## src/rtl/wbc_pkg.sv

```systemverilog
package wbc_pkg;
    localparam int unsigned ADDR_W = 5;
    localparam int unsigned IDX_W  = 3;
    localparam int unsigned DATA_W = 16;
    localparam int unsigned TAG_W  = ADDR_W - IDX_W;
    localparam int unsigned LINES  = 1 << IDX_W;

    typedef logic [ADDR_W-1:0] addr_t;
    typedef logic [IDX_W-1:0]  idx_t;
    typedef logic [TAG_W-1:0]  tag_t;
    typedef logic [DATA_W-1:0] data_t;

    typedef struct packed {
        logic  valid;
        logic  dirty;
        tag_t  tag;
        data_t data;
    } line_t;

    typedef enum logic [1:0] {
        ST_IDLE  = 2'd0,
        ST_WBACK = 2'd1,
        ST_FILL  = 2'd2,
        ST_DONE  = 2'd3
    } state_e;

    function automatic idx_t idx_of(input addr_t a);
        return a[IDX_W-1:0];
    endfunction

    function automatic tag_t tag_of(input addr_t a);
        return a[ADDR_W-1:IDX_W];
    endfunction

    function automatic addr_t join_addr(input tag_t t, input idx_t i);
        return {t, i};
    endfunction
endpackage

```

## src/rtl/wbc_line_store.sv

```systemverilog
module wbc_line_store
    import wbc_pkg::*;
(
    input  logic  clk,
    input  logic  rst,
    input  idx_t  rd_idx,
    output line_t rd_line,
    input  logic  wr_en,
    input  idx_t  wr_idx,
    input  line_t wr_line
);
    line_t line_q [LINES];

    for (genvar g = 0; g < LINES; g++) begin : g_line
        always_ff @(posedge clk) begin
            if (rst) begin
                line_q[g] <= '0;
            end else if (wr_en && wr_idx == idx_t'(g)) begin
                line_q[g] <= wr_line;
            end
        end
    end

    assign rd_line = line_q[rd_idx];
endmodule

```

## src/rtl/wbc_ctrl.sv

```systemverilog
module wbc_ctrl
    import wbc_pkg::*;
(
    input  logic  clk,
    input  logic  rst,
    input  logic  cpu_req,
    input  logic  cpu_we,
    input  addr_t cpu_addr,
    input  data_t cpu_wdata,
    output logic  cpu_done,
    output data_t cpu_rdata,
    output logic  cpu_hit,
    output logic  cpu_wb,
    output logic  mem_req,
    output logic  mem_we,
    output addr_t mem_addr,
    output data_t mem_wdata,
    input  logic  mem_ack,
    input  data_t mem_rdata,
    output idx_t  rd_idx,
    input  line_t rd_line,
    output logic  wr_en,
    output idx_t  wr_idx,
    output line_t wr_line
);
    state_e state_q, state_d;
    addr_t  addr_q;
    logic   we_q;
    data_t  wdata_q;
    data_t  rdata_q, rdata_d;
    logic   hit_q, hit_d;
    logic   wb_q, wb_d;

    addr_t  cur_addr;
    logic   look_hit;
    logic   victim_dirty;

    assign cur_addr     = (state_q == ST_IDLE) ? cpu_addr : addr_q;
    assign rd_idx       = idx_of(cur_addr);
    assign wr_idx       = rd_idx;
    assign look_hit     = rd_line.valid && (rd_line.tag == tag_of(cur_addr));
    assign victim_dirty = rd_line.valid && rd_line.dirty;

    always_comb begin
        state_d   = state_q;
        rdata_d   = rdata_q;
        hit_d     = hit_q;
        wb_d      = wb_q;
        wr_en     = 1'b0;
        wr_line   = '0;
        mem_req   = 1'b0;
        mem_we    = 1'b0;
        mem_addr  = '0;
        mem_wdata = '0;
        case (state_q)
            ST_IDLE: begin
                if (cpu_req) begin
                    hit_d = look_hit;
                    wb_d  = !look_hit && victim_dirty;
                    if (look_hit) begin
                        state_d = ST_DONE;
                        if (cpu_we) begin
                            wr_en         = 1'b1;
                            wr_line.valid = 1'b1;
                            wr_line.dirty = 1'b1;
                            wr_line.tag   = tag_of(cpu_addr);
                            wr_line.data  = cpu_wdata;
                        end else begin
                            rdata_d = rd_line.data;
                        end
                    end else if (victim_dirty) begin
                        state_d = ST_WBACK;
                    end else if (cpu_we) begin
                        wr_en         = 1'b1;
                        wr_line.valid = 1'b1;
                        wr_line.dirty = 1'b1;
                        wr_line.tag   = tag_of(cpu_addr);
                        wr_line.data  = cpu_wdata;
                        state_d       = ST_DONE;
                    end else begin
                        state_d = ST_FILL;
                    end
                end
            end
            ST_WBACK: begin
                mem_req   = 1'b1;
                mem_we    = 1'b1;
                mem_addr  = join_addr(rd_line.tag, rd_idx);
                mem_wdata = rd_line.data;
                if (mem_ack) begin
                    if (we_q) begin
                        wr_en         = 1'b1;
                        wr_line.valid = 1'b1;
                        wr_line.dirty = 1'b1;
                        wr_line.tag   = tag_of(addr_q);
                        wr_line.data  = wdata_q;
                        state_d       = ST_DONE;
                    end else begin
                        state_d = ST_FILL;
                    end
                end
            end
            ST_FILL: begin
                mem_req  = 1'b1;
                mem_addr = addr_q;
                if (mem_ack) begin
                    wr_en         = 1'b1;
                    wr_line.valid = 1'b1;
                    wr_line.dirty = 1'b0;
                    wr_line.tag   = tag_of(addr_q);
                    wr_line.data  = mem_rdata;
                    rdata_d       = mem_rdata;
                    state_d       = ST_DONE;
                end
            end
            default: begin
                state_d = ST_IDLE;
            end
        endcase
    end

    always_ff @(posedge clk) begin
        if (rst) begin
            state_q <= ST_IDLE;
            addr_q  <= '0;
            we_q    <= 1'b0;
            wdata_q <= '0;
            rdata_q <= '0;
            hit_q   <= 1'b0;
            wb_q    <= 1'b0;
        end else begin
            state_q <= state_d;
            rdata_q <= rdata_d;
            hit_q   <= hit_d;
            wb_q    <= wb_d;
            if (state_q == ST_IDLE && cpu_req) begin
                addr_q  <= cpu_addr;
                we_q    <= cpu_we;
                wdata_q <= cpu_wdata;
            end
        end
    end

    assign cpu_done  = (state_q == ST_DONE);
    assign cpu_rdata = rdata_q;
    assign cpu_hit   = hit_q;
    assign cpu_wb    = wb_q;
endmodule

```

## src/rtl/wbc_cache.sv

```systemverilog
module wbc_cache
    import wbc_pkg::*;
(
    input  logic              clk,
    input  logic              rst,
    input  logic              cpu_req,
    input  logic              cpu_we,
    input  logic [ADDR_W-1:0] cpu_addr,
    input  logic [DATA_W-1:0] cpu_wdata,
    output logic              cpu_done,
    output logic [DATA_W-1:0] cpu_rdata,
    output logic              cpu_hit,
    output logic              cpu_wb,
    output logic              mem_req,
    output logic              mem_we,
    output logic [ADDR_W-1:0] mem_addr,
    output logic [DATA_W-1:0] mem_wdata,
    input  logic              mem_ack,
    input  logic [DATA_W-1:0] mem_rdata
);
    idx_t  rd_idx;
    line_t rd_line;
    logic  wr_en;
    idx_t  wr_idx;
    line_t wr_line;

    wbc_line_store u_store (
        .clk     (clk),
        .rst     (rst),
        .rd_idx  (rd_idx),
        .rd_line (rd_line),
        .wr_en   (wr_en),
        .wr_idx  (wr_idx),
        .wr_line (wr_line)
    );

    wbc_ctrl u_ctrl (
        .clk       (clk),
        .rst       (rst),
        .cpu_req   (cpu_req),
        .cpu_we    (cpu_we),
        .cpu_addr  (cpu_addr),
        .cpu_wdata (cpu_wdata),
        .cpu_done  (cpu_done),
        .cpu_rdata (cpu_rdata),
        .cpu_hit   (cpu_hit),
        .cpu_wb    (cpu_wb),
        .mem_req   (mem_req),
        .mem_we    (mem_we),
        .mem_addr  (mem_addr),
        .mem_wdata (mem_wdata),
        .mem_ack   (mem_ack),
        .mem_rdata (mem_rdata),
        .rd_idx    (rd_idx),
        .rd_line   (rd_line),
        .wr_en     (wr_en),
        .wr_idx    (wr_idx),
        .wr_line   (wr_line)
    );
endmodule

```

## config.mk

```make
export PLATFORM = sky130hd
export DESIGN_NAME = wbc_cache
export DESIGN_NICKNAME = d
export VERILOG_FILES = /design/src/rtl/wbc_pkg.sv /design/src/rtl/wbc_line_store.sv /design/src/rtl/wbc_ctrl.sv /design/src/rtl/wbc_cache.sv
export SDC_FILE = /design/constraint.sdc
export NUM_CORES = 1
export LEC_CHECK = 0
export ABC_CLOCK_PERIOD_IN_PS = 5670
export BUFFER_PORTS_ARGS = -buffer_cell sky130_fd_sc_hd__buf_2
export CORE_ASPECT_RATIO = 1.5
export CORE_MARGIN = 8
export CORE_UTILIZATION = 24
export CTS_BUF_LIST = sky130_fd_sc_hd__clkbuf_4 sky130_fd_sc_hd__clkbuf_8 sky130_fd_sc_hd__clkbuf_16
export DETAILED_ROUTE_END_ITERATION = 12
export PLACE_DENSITY = 0.47
export SYNTH_ARGS = -nofsm -noshare
export SYNTH_HDL_FRONTEND = slang
export SYNTH_SLANG_ARGS = --single-unit
```

## constraint.sdc

```tcl
create_clock -name clk -period 5.67 [get_ports clk]
set_clock_uncertainty 0.15 [all_clocks]
set_input_delay 0.2835 -clock clk [delete_from_list [all_inputs] [get_ports clk]]
set_output_delay 0.2835 -clock clk [all_outputs]
set_load 0.05 [all_outputs]
```

### Word level (Yosys, flattened, before mapping)

Memories as Yosys holds them, arrays and structs flattened.
Cells that the tools add are included.

| word-level totals | value |
|---|---|
| bits in registers | 42 |
| RAM bits | 160 |
| input port bits | 42 |
| output and inout bits | 42 |
| logic and storage cells | 120 |
| memories kept | 1 |

| cells by class | value |
|---|---|
| equality and inequality tests | 16 |
| mux-type cells | 68 |
| bitwise operators | 8 |
| reductions and logical operators | 20 |

Memories:

| name | depth | bits a word | read ports | clocked after Yosys merged registers in | wr ports | RTL line | source |
|---|---|---|---|---|---|---|---|
| u_store.line_q | 8 | 20 | 1 | 0 | 8 | wbc_line_store.sv:12 | `line_t line_q [LINES];` |

Operator list:

| cell | count |
|---|---|
| 2-to-1 mux 20 bit | 15 |
| 2-to-1 mux 16 bit | 5 |
| case mux 20 bit (3 select lines) | 1 |
| 2-to-1 mux 1 bit | 37 |
| case mux 16 bit (2 select lines) | 1 |
| == test 3 bit (second input constant) | 4 |
| logical AND 1 bit | 12 |
| 2-to-1 mux 2 bit | 5 |
| case mux 5 bit (2 select lines) | 1 |
| inequality test 2 bit (second input constant) | 4 |
| bitwise OR 1 bit | 8 |
| == test 3 x 2 -> 1 bit (second input constant) | 2 |
| case mux 2 bit (3 select lines) | 1 |
| 2-to-1 mux 5 bit | 1 |
| AND reduction 5 bit | 1 |
| == test 2 bit (second input constant) | 2 |
| == test 3 x 1 -> 1 bit (second input constant) | 1 |
| zero test 3 bit | 1 |
| case mux 1 bit (3 select lines) | 1 |
| AND reduction 3 bit | 1 |
| == test 2 x 1 -> 1 bit (second input constant) | 1 |
| == test 2 bit | 1 |
| zero test 2 bit | 1 |
| inequality test 2 x 1 -> 1 bit (second input constant) | 1 |
| other kinds (4) | 4 |

### Logic depth before layout (Yosys ltp)

An unclocked memory read counts as a cell.

| depth | value |
|---|---|
| word-level depth | 13 |
| gate-level depth with buffers | 15 |
| mapped depth without buffers | 9 |

### Hierarchy

A second synthesis with hierarchy kept.

| second synthesis, totals | value |
|---|---|
| cells, all modules | 774 |
| area, all modules | 9877.0 sq um |

Modules (own cells, without submodules):

| module | instances | cells each | area an instance (sq um) | seq. area each (sq um) |
|---|---|---|---|---|
| wbc_line_store | 1 | 464 | 7283.2 | 4804.6 |
| wbc_ctrl | 1 | 310 | 2593.7 | 840.8 |

### Least setup slack after synthesis

OpenSTA, ideal clock, no wires.

| timing | value |
|---|---|
| kind | register -> register |
| start | register u_ctrl.state_q[0] |
| end | memory u_store.line_q[6][0] in the netlist's numbering (enable) |
| setup time | 0.401 ns |
| arrival | 3.807 ns |
| required time | 5.119 ns |
| path slack | 1.312 ns |
| cell stages (with the launch flop) | 13 |
| period minus slack after synthesis | 4.358 ns |
| path through | dfxtp_1 > inv_1 > ha_1 > buf_4 > buf_6 > or3b_1 > a21oi_1 > a211oi_1 > or3_4 > a2111oi_4 > o32ai_2 > buf_2 > o21bai_1 |

RTL lines:

| element | RTL line | source |
|---|---|---|
| from (decl) | wbc_ctrl.sv:26 | `state_e state_q, state_d;` |
| from (signal assigned) | wbc_ctrl.sv:132 | `state_q <= state_d;` |
| to (decl) | wbc_line_store.sv:12 |  |

### Final worst setup path

| timing | value |
|---|---|
| start | register u_ctrl.state_q[0] |
| end | output port mem_wdata[6] |

| between the ends | value |
|---|---|
| longest elaborated chain between the ends | 4 |
| elaborated cells on any way between the ends | 5 |
| classes of those cells | 1 x eq/ne; 2 x mux; 1 x reduce/logical; 1 x memory |

RTL lines:

| element | RTL line | source |
|---|---|---|
| zero test 2 bit | wbc_ctrl.sv:38 | `assign cur_addr = (state_q == ST_IDLE) ? cpu_addr : addr_q;` |
| 2-to-1 mux 5 bit | wbc_ctrl.sv:38 |  |
| memory read (8 x 20 bit) | n/a |  |
| 2-to-1 mux 16 bit (*) | wbc_ctrl.sv:55 | `case (state_q)` |
| to (decl) | wbc_cache.sv:17 | `output logic [DATA_W-1:0] mem_wdata,` |

Every way passes the cells marked *; elsewhere a longest branch is shown, timed or not.

==> impl_metrics.json <==
{
  "hold_depth": 4,
  "dp_hpwl_um": 26300,
  "grt_pass1_vias": 8834,
  "grt_pass1_wl_um": 57700,
  "die-area_mm2": 0.0518,
  "dieHeight_um": 275,
  "overflow": 0,
  "syn_avg_cell_area_um2": 10.8,
  "setup_viol": 0,
  "final_common_cell": "edfxtp_1",
  "die_w_um": 188,
  "fin_crit_sh_pct": 82.8,
  "synth_flop_cell": "edfxtp_1",
  "rows": 95,
  "ctsRootBufferMaster": "clkbuf_16",
  "yosysWarnings": 0,
  "outcome": "completed",
  "critPathMaxFanout": 16,
  "drc": 0,
  "syn_nets": 1043,
  "power-per-cell-area_mw_per_mm2": 479,
  "min_to": "u_ctrl.state_q[1]$_SDFFE_PP0P_",
  "switching_share_pct": 44.5,
  "worstHoldPathType": "in2reg",
  "finalMaxSlewViolations": 0,
  "seq_area_mm2": 0.00565,
  "synth_seq_area_share_pct": 52.7,
  "period_needed_ns": 4.70,
  "hold_viol": 0,
  "antenna_left": 0,
  "io_pins": 84,
  "synth_edf_count": 160,
  "place_area_mm2": 0.0119,
  "reg2reg_to": "u_store.line_q[7][1]$_SDFFCE_PN0P_",
  "diodes": 0,
  "tightest_slew_ns": 1.19,
  "syn_inst": 996,
  "antenna_found_initial": 0,
  "syn2layout_area_growth_pct": 19.4,
  "start_util_pct": 24.1,
  "p_leak_nw": 4.43,
  "first_pass_iters": 5,
  "numCtsBuffers": 20,
  "rrSetupSlack_ns": 1.01,
  "combPwrFrac_pct": 47.1,
  "cts.clk_slew.worst_paths_ns": 0.06,
  "regToRegStartpoint": "u_ctrl.state_q[0]$_SDFFE_PP0P_",
  "cp_data_required_time_ns": 5.24,
  "synth_area_leaders": "edfxtp_1 45%, dfxtp_1 7.9%, nor3_1 7.3%",
  "clock.fmax_mhz": 213,
  "p_int_mw": 3.40,
  "finalWirelength_um": 38100,
  "pwr-share-seq_pct": 30.0,
  "synth_area_mm2": 0.0107,
  "layout_common_cells": "160 x edfxtp_1, 155 x nor3_1, 83 x buf_2, 69 x nand2_1, 63 x a21oi_1",
  "wl_per_cell_um": 22.9,
  "cts_tree": "done",
  "num_vias": 8690,
  "cts_max_level": 1,
  "async_flop_share_pct": 0,
  "port_buffers": 83,
  "ys_ff_latch": 202,
  "path_class": "reg2out",
  "clock_path_buffers": 3,
  "clock_power_share_pct": 22.9,
  "rsz0062_at_grt": "false",
  "synth_top_area_share_pct": 44.9,
  "synth_top_area_cell": "edfxtp_1",
  "cap_violations": 0,
  "worstSetupEndpointType": "output pin",
  "power_switching_mw": 2.72,
  "postLayoutCellArea_mm2": 0.0128,
  "rr_worst_depth": 11,
  "ys_types": 61,
  "numClockSinks": 202,
  "fin_nets": 1115,
  "vias_per_cell": 5.22,
  "critical_path_arrival_ns": 4.26,
  "nFillCells": 4646,
  "grtUsageTotal_pct": 14.4,
  "core_area_mm2": 0.0445,
  "min_from": "rst",
  "vdd_drop_max_v": 0.000184,
  "grt_max_degree": 53,
  "setup_tns_ns": 0,
  "critPathLaunchType": "flop",
  "first_iter_violations": 667,
  "slew-limit-headroom_pct": 20.3,
  "final_layout_size_suffix_gt1_share_pct": 22.4,
  "multiInputGateArea_mm2": 0.00468,
  "place_congestion": 0.838,
  "clock_latency_ns": 0.52
}
-- through the flow --
step / std cells / util [%] / worst slack [ns] / power [mW] / hold slack, ns
final: 1664 / 28.8 / 0.973 / 6.12 / 0.0340
after global routing: 1664 / 28.8 / 0.688 / 6.41 / 0.0616
after CTS: 1664 / 28.8 / 0.920 / 6.16 / 0.0131
after detailed placement: 1609 / 26.8 / 1.04 / 4.74 / 0.293
after global placement: 1609 / 26.8 / 1.07 / 4.74 / 0.292
after floorplan: 996 / - / 1.31 / 3.75 / 0.269
-- sequential cells by signal, summed over array words and instances (netlist names) --
| signal | count |
|---|---|
| u_ctrl.wdata_q | 16 |
| u_ctrl.state_q | 2 |
| u_ctrl.we_q | 1 |
| u_ctrl.cpu_rdata | 16 |
| u_ctrl.addr_q | 5 |
| u_ctrl.cpu_wb | 1 |
| u_ctrl.cpu_hit | 1 |
| u_store.line_q | 160 |
-- how the worst max path moves through the flow --
stage                                    from                             endpoint  slack (ns)
6_report       u_ctrl.state_q[0]$_SDFFE_PP0P_                         mem_wdata[6]        0.97
5_1_grt        u_ctrl.state_q[0]$_SDFFE_PP0P_                         mem_wdata[6]        0.69
4_1_cts        u_ctrl.state_q[0]$_SDFFE_PP0P_                         mem_wdata[6]        0.92
3_5_place_dp   u_ctrl.state_q[0]$_SDFFE_PP0P_  u_store.line_q[1][14]$_SDFFCE_PN0P_        1.04
3_3_place_gp   u_ctrl.state_q[0]$_SDFFE_PP0P_   u_store.line_q[7][1]$_SDFFCE_PN0P_        1.07
2_1_floorplan  u_ctrl.state_q[0]$_SDFFE_PP0P_   u_store.line_q[6][0]$_SDFFCE_PN0P_        1.31
-- timing repair --
action / 4_1_cts / 5_1_grt
hold buffers: 19 / 0
setup buffers: 0 / 0
gates resized for setup: 0 / 0
hold endpoints to repair: 19 / 0
-- layout make-up --
cell class | instances | area share, %
clock inverter | 8 | 0.499
inverter | 7 | 0.205
tap | 582 | 5.69
clock buffer | 28 | 4.80
sequential | 202 | 44.1
timing repair buffer | 154 | 8.08
multi-input combinational | 683 | 36.6
-- power by group through the flow --
stage	clock network [mW]	registers [mW]	logic, mW
final	1.40	1.84	2.88
after floorplan	0	1.92	1.84
after CTS	1.43	1.84	2.90
after detailed placement	0	1.87	2.88
after global routing	1.48	1.85	3.07
after global placement	0	1.86	2.87
-- logic make-up after synthesis --
| logic type | count (synthesis) | share of synthesized area (%) |
|---|---|---|
| flops | 202 | 52.7 |
| simple gates | 331 | 15.5 |
| fa+ha+maj | 5 | 0.584 |
| mux | 83 | 8.68 |
| buf+inv | 111 | 4.53 |
| compound gates | 264 | 18.0 |
-- worst max-delay path, stage by stage (launching register included) --
cell and delay [ns]:
dfxtp_1 0.34, inv_1 0.12, ha_1 0.54, buf_4 0.25, inv_1 0.20, a21boi_2 0.77
buf_4 0.43, mux2i_1 0.13, o21ai_0 0.46, and3_1 0.22, buf_2 0.26
-- synthesized netlist by cell type (7+ instances only) --
| master | count |
|---|---|
| edfxtp_1 | 160 |
| nor3_1 | 156 |
| nand2_1 | 71 |
| clkbuf_1 | 70 |
| a21oi_1 | 63 |
| mux2i_1 | 49 |
| dfxtp_1 | 42 |
| nor2_1 | 36 |
| o21ai_0 | 33 |
| mux2_2 | 29 |
| buf_2 | 25 |
| a21boi_0 | 20 |
| a22oi_1 | 20 |
| nor3b_1 | 20 |
| a311oi_1 | 16 |
| o2111ai_1 | 16 |
| and3_1 | 15 |
| a211oi_1 | 14 |
| a21o_1 | 12 |
| a211oi_2 | 11 |
| a221oi_1 | 11 |
| o21bai_1 | 10 |
| inv_1 | 7 |
| o22ai_1 | 7 |
-- routing by layer --
layer	vias to the layer above	share of wire, %	global-route usage [%]
met5	-	0	0
met4	0	3.8	6.31
met3	77	4.2	1.59
met2	249	54	27.2
met1	4384	38	16.0
li1	3980	-	-
Note: power is estimated with default switching activity, not from simulation.
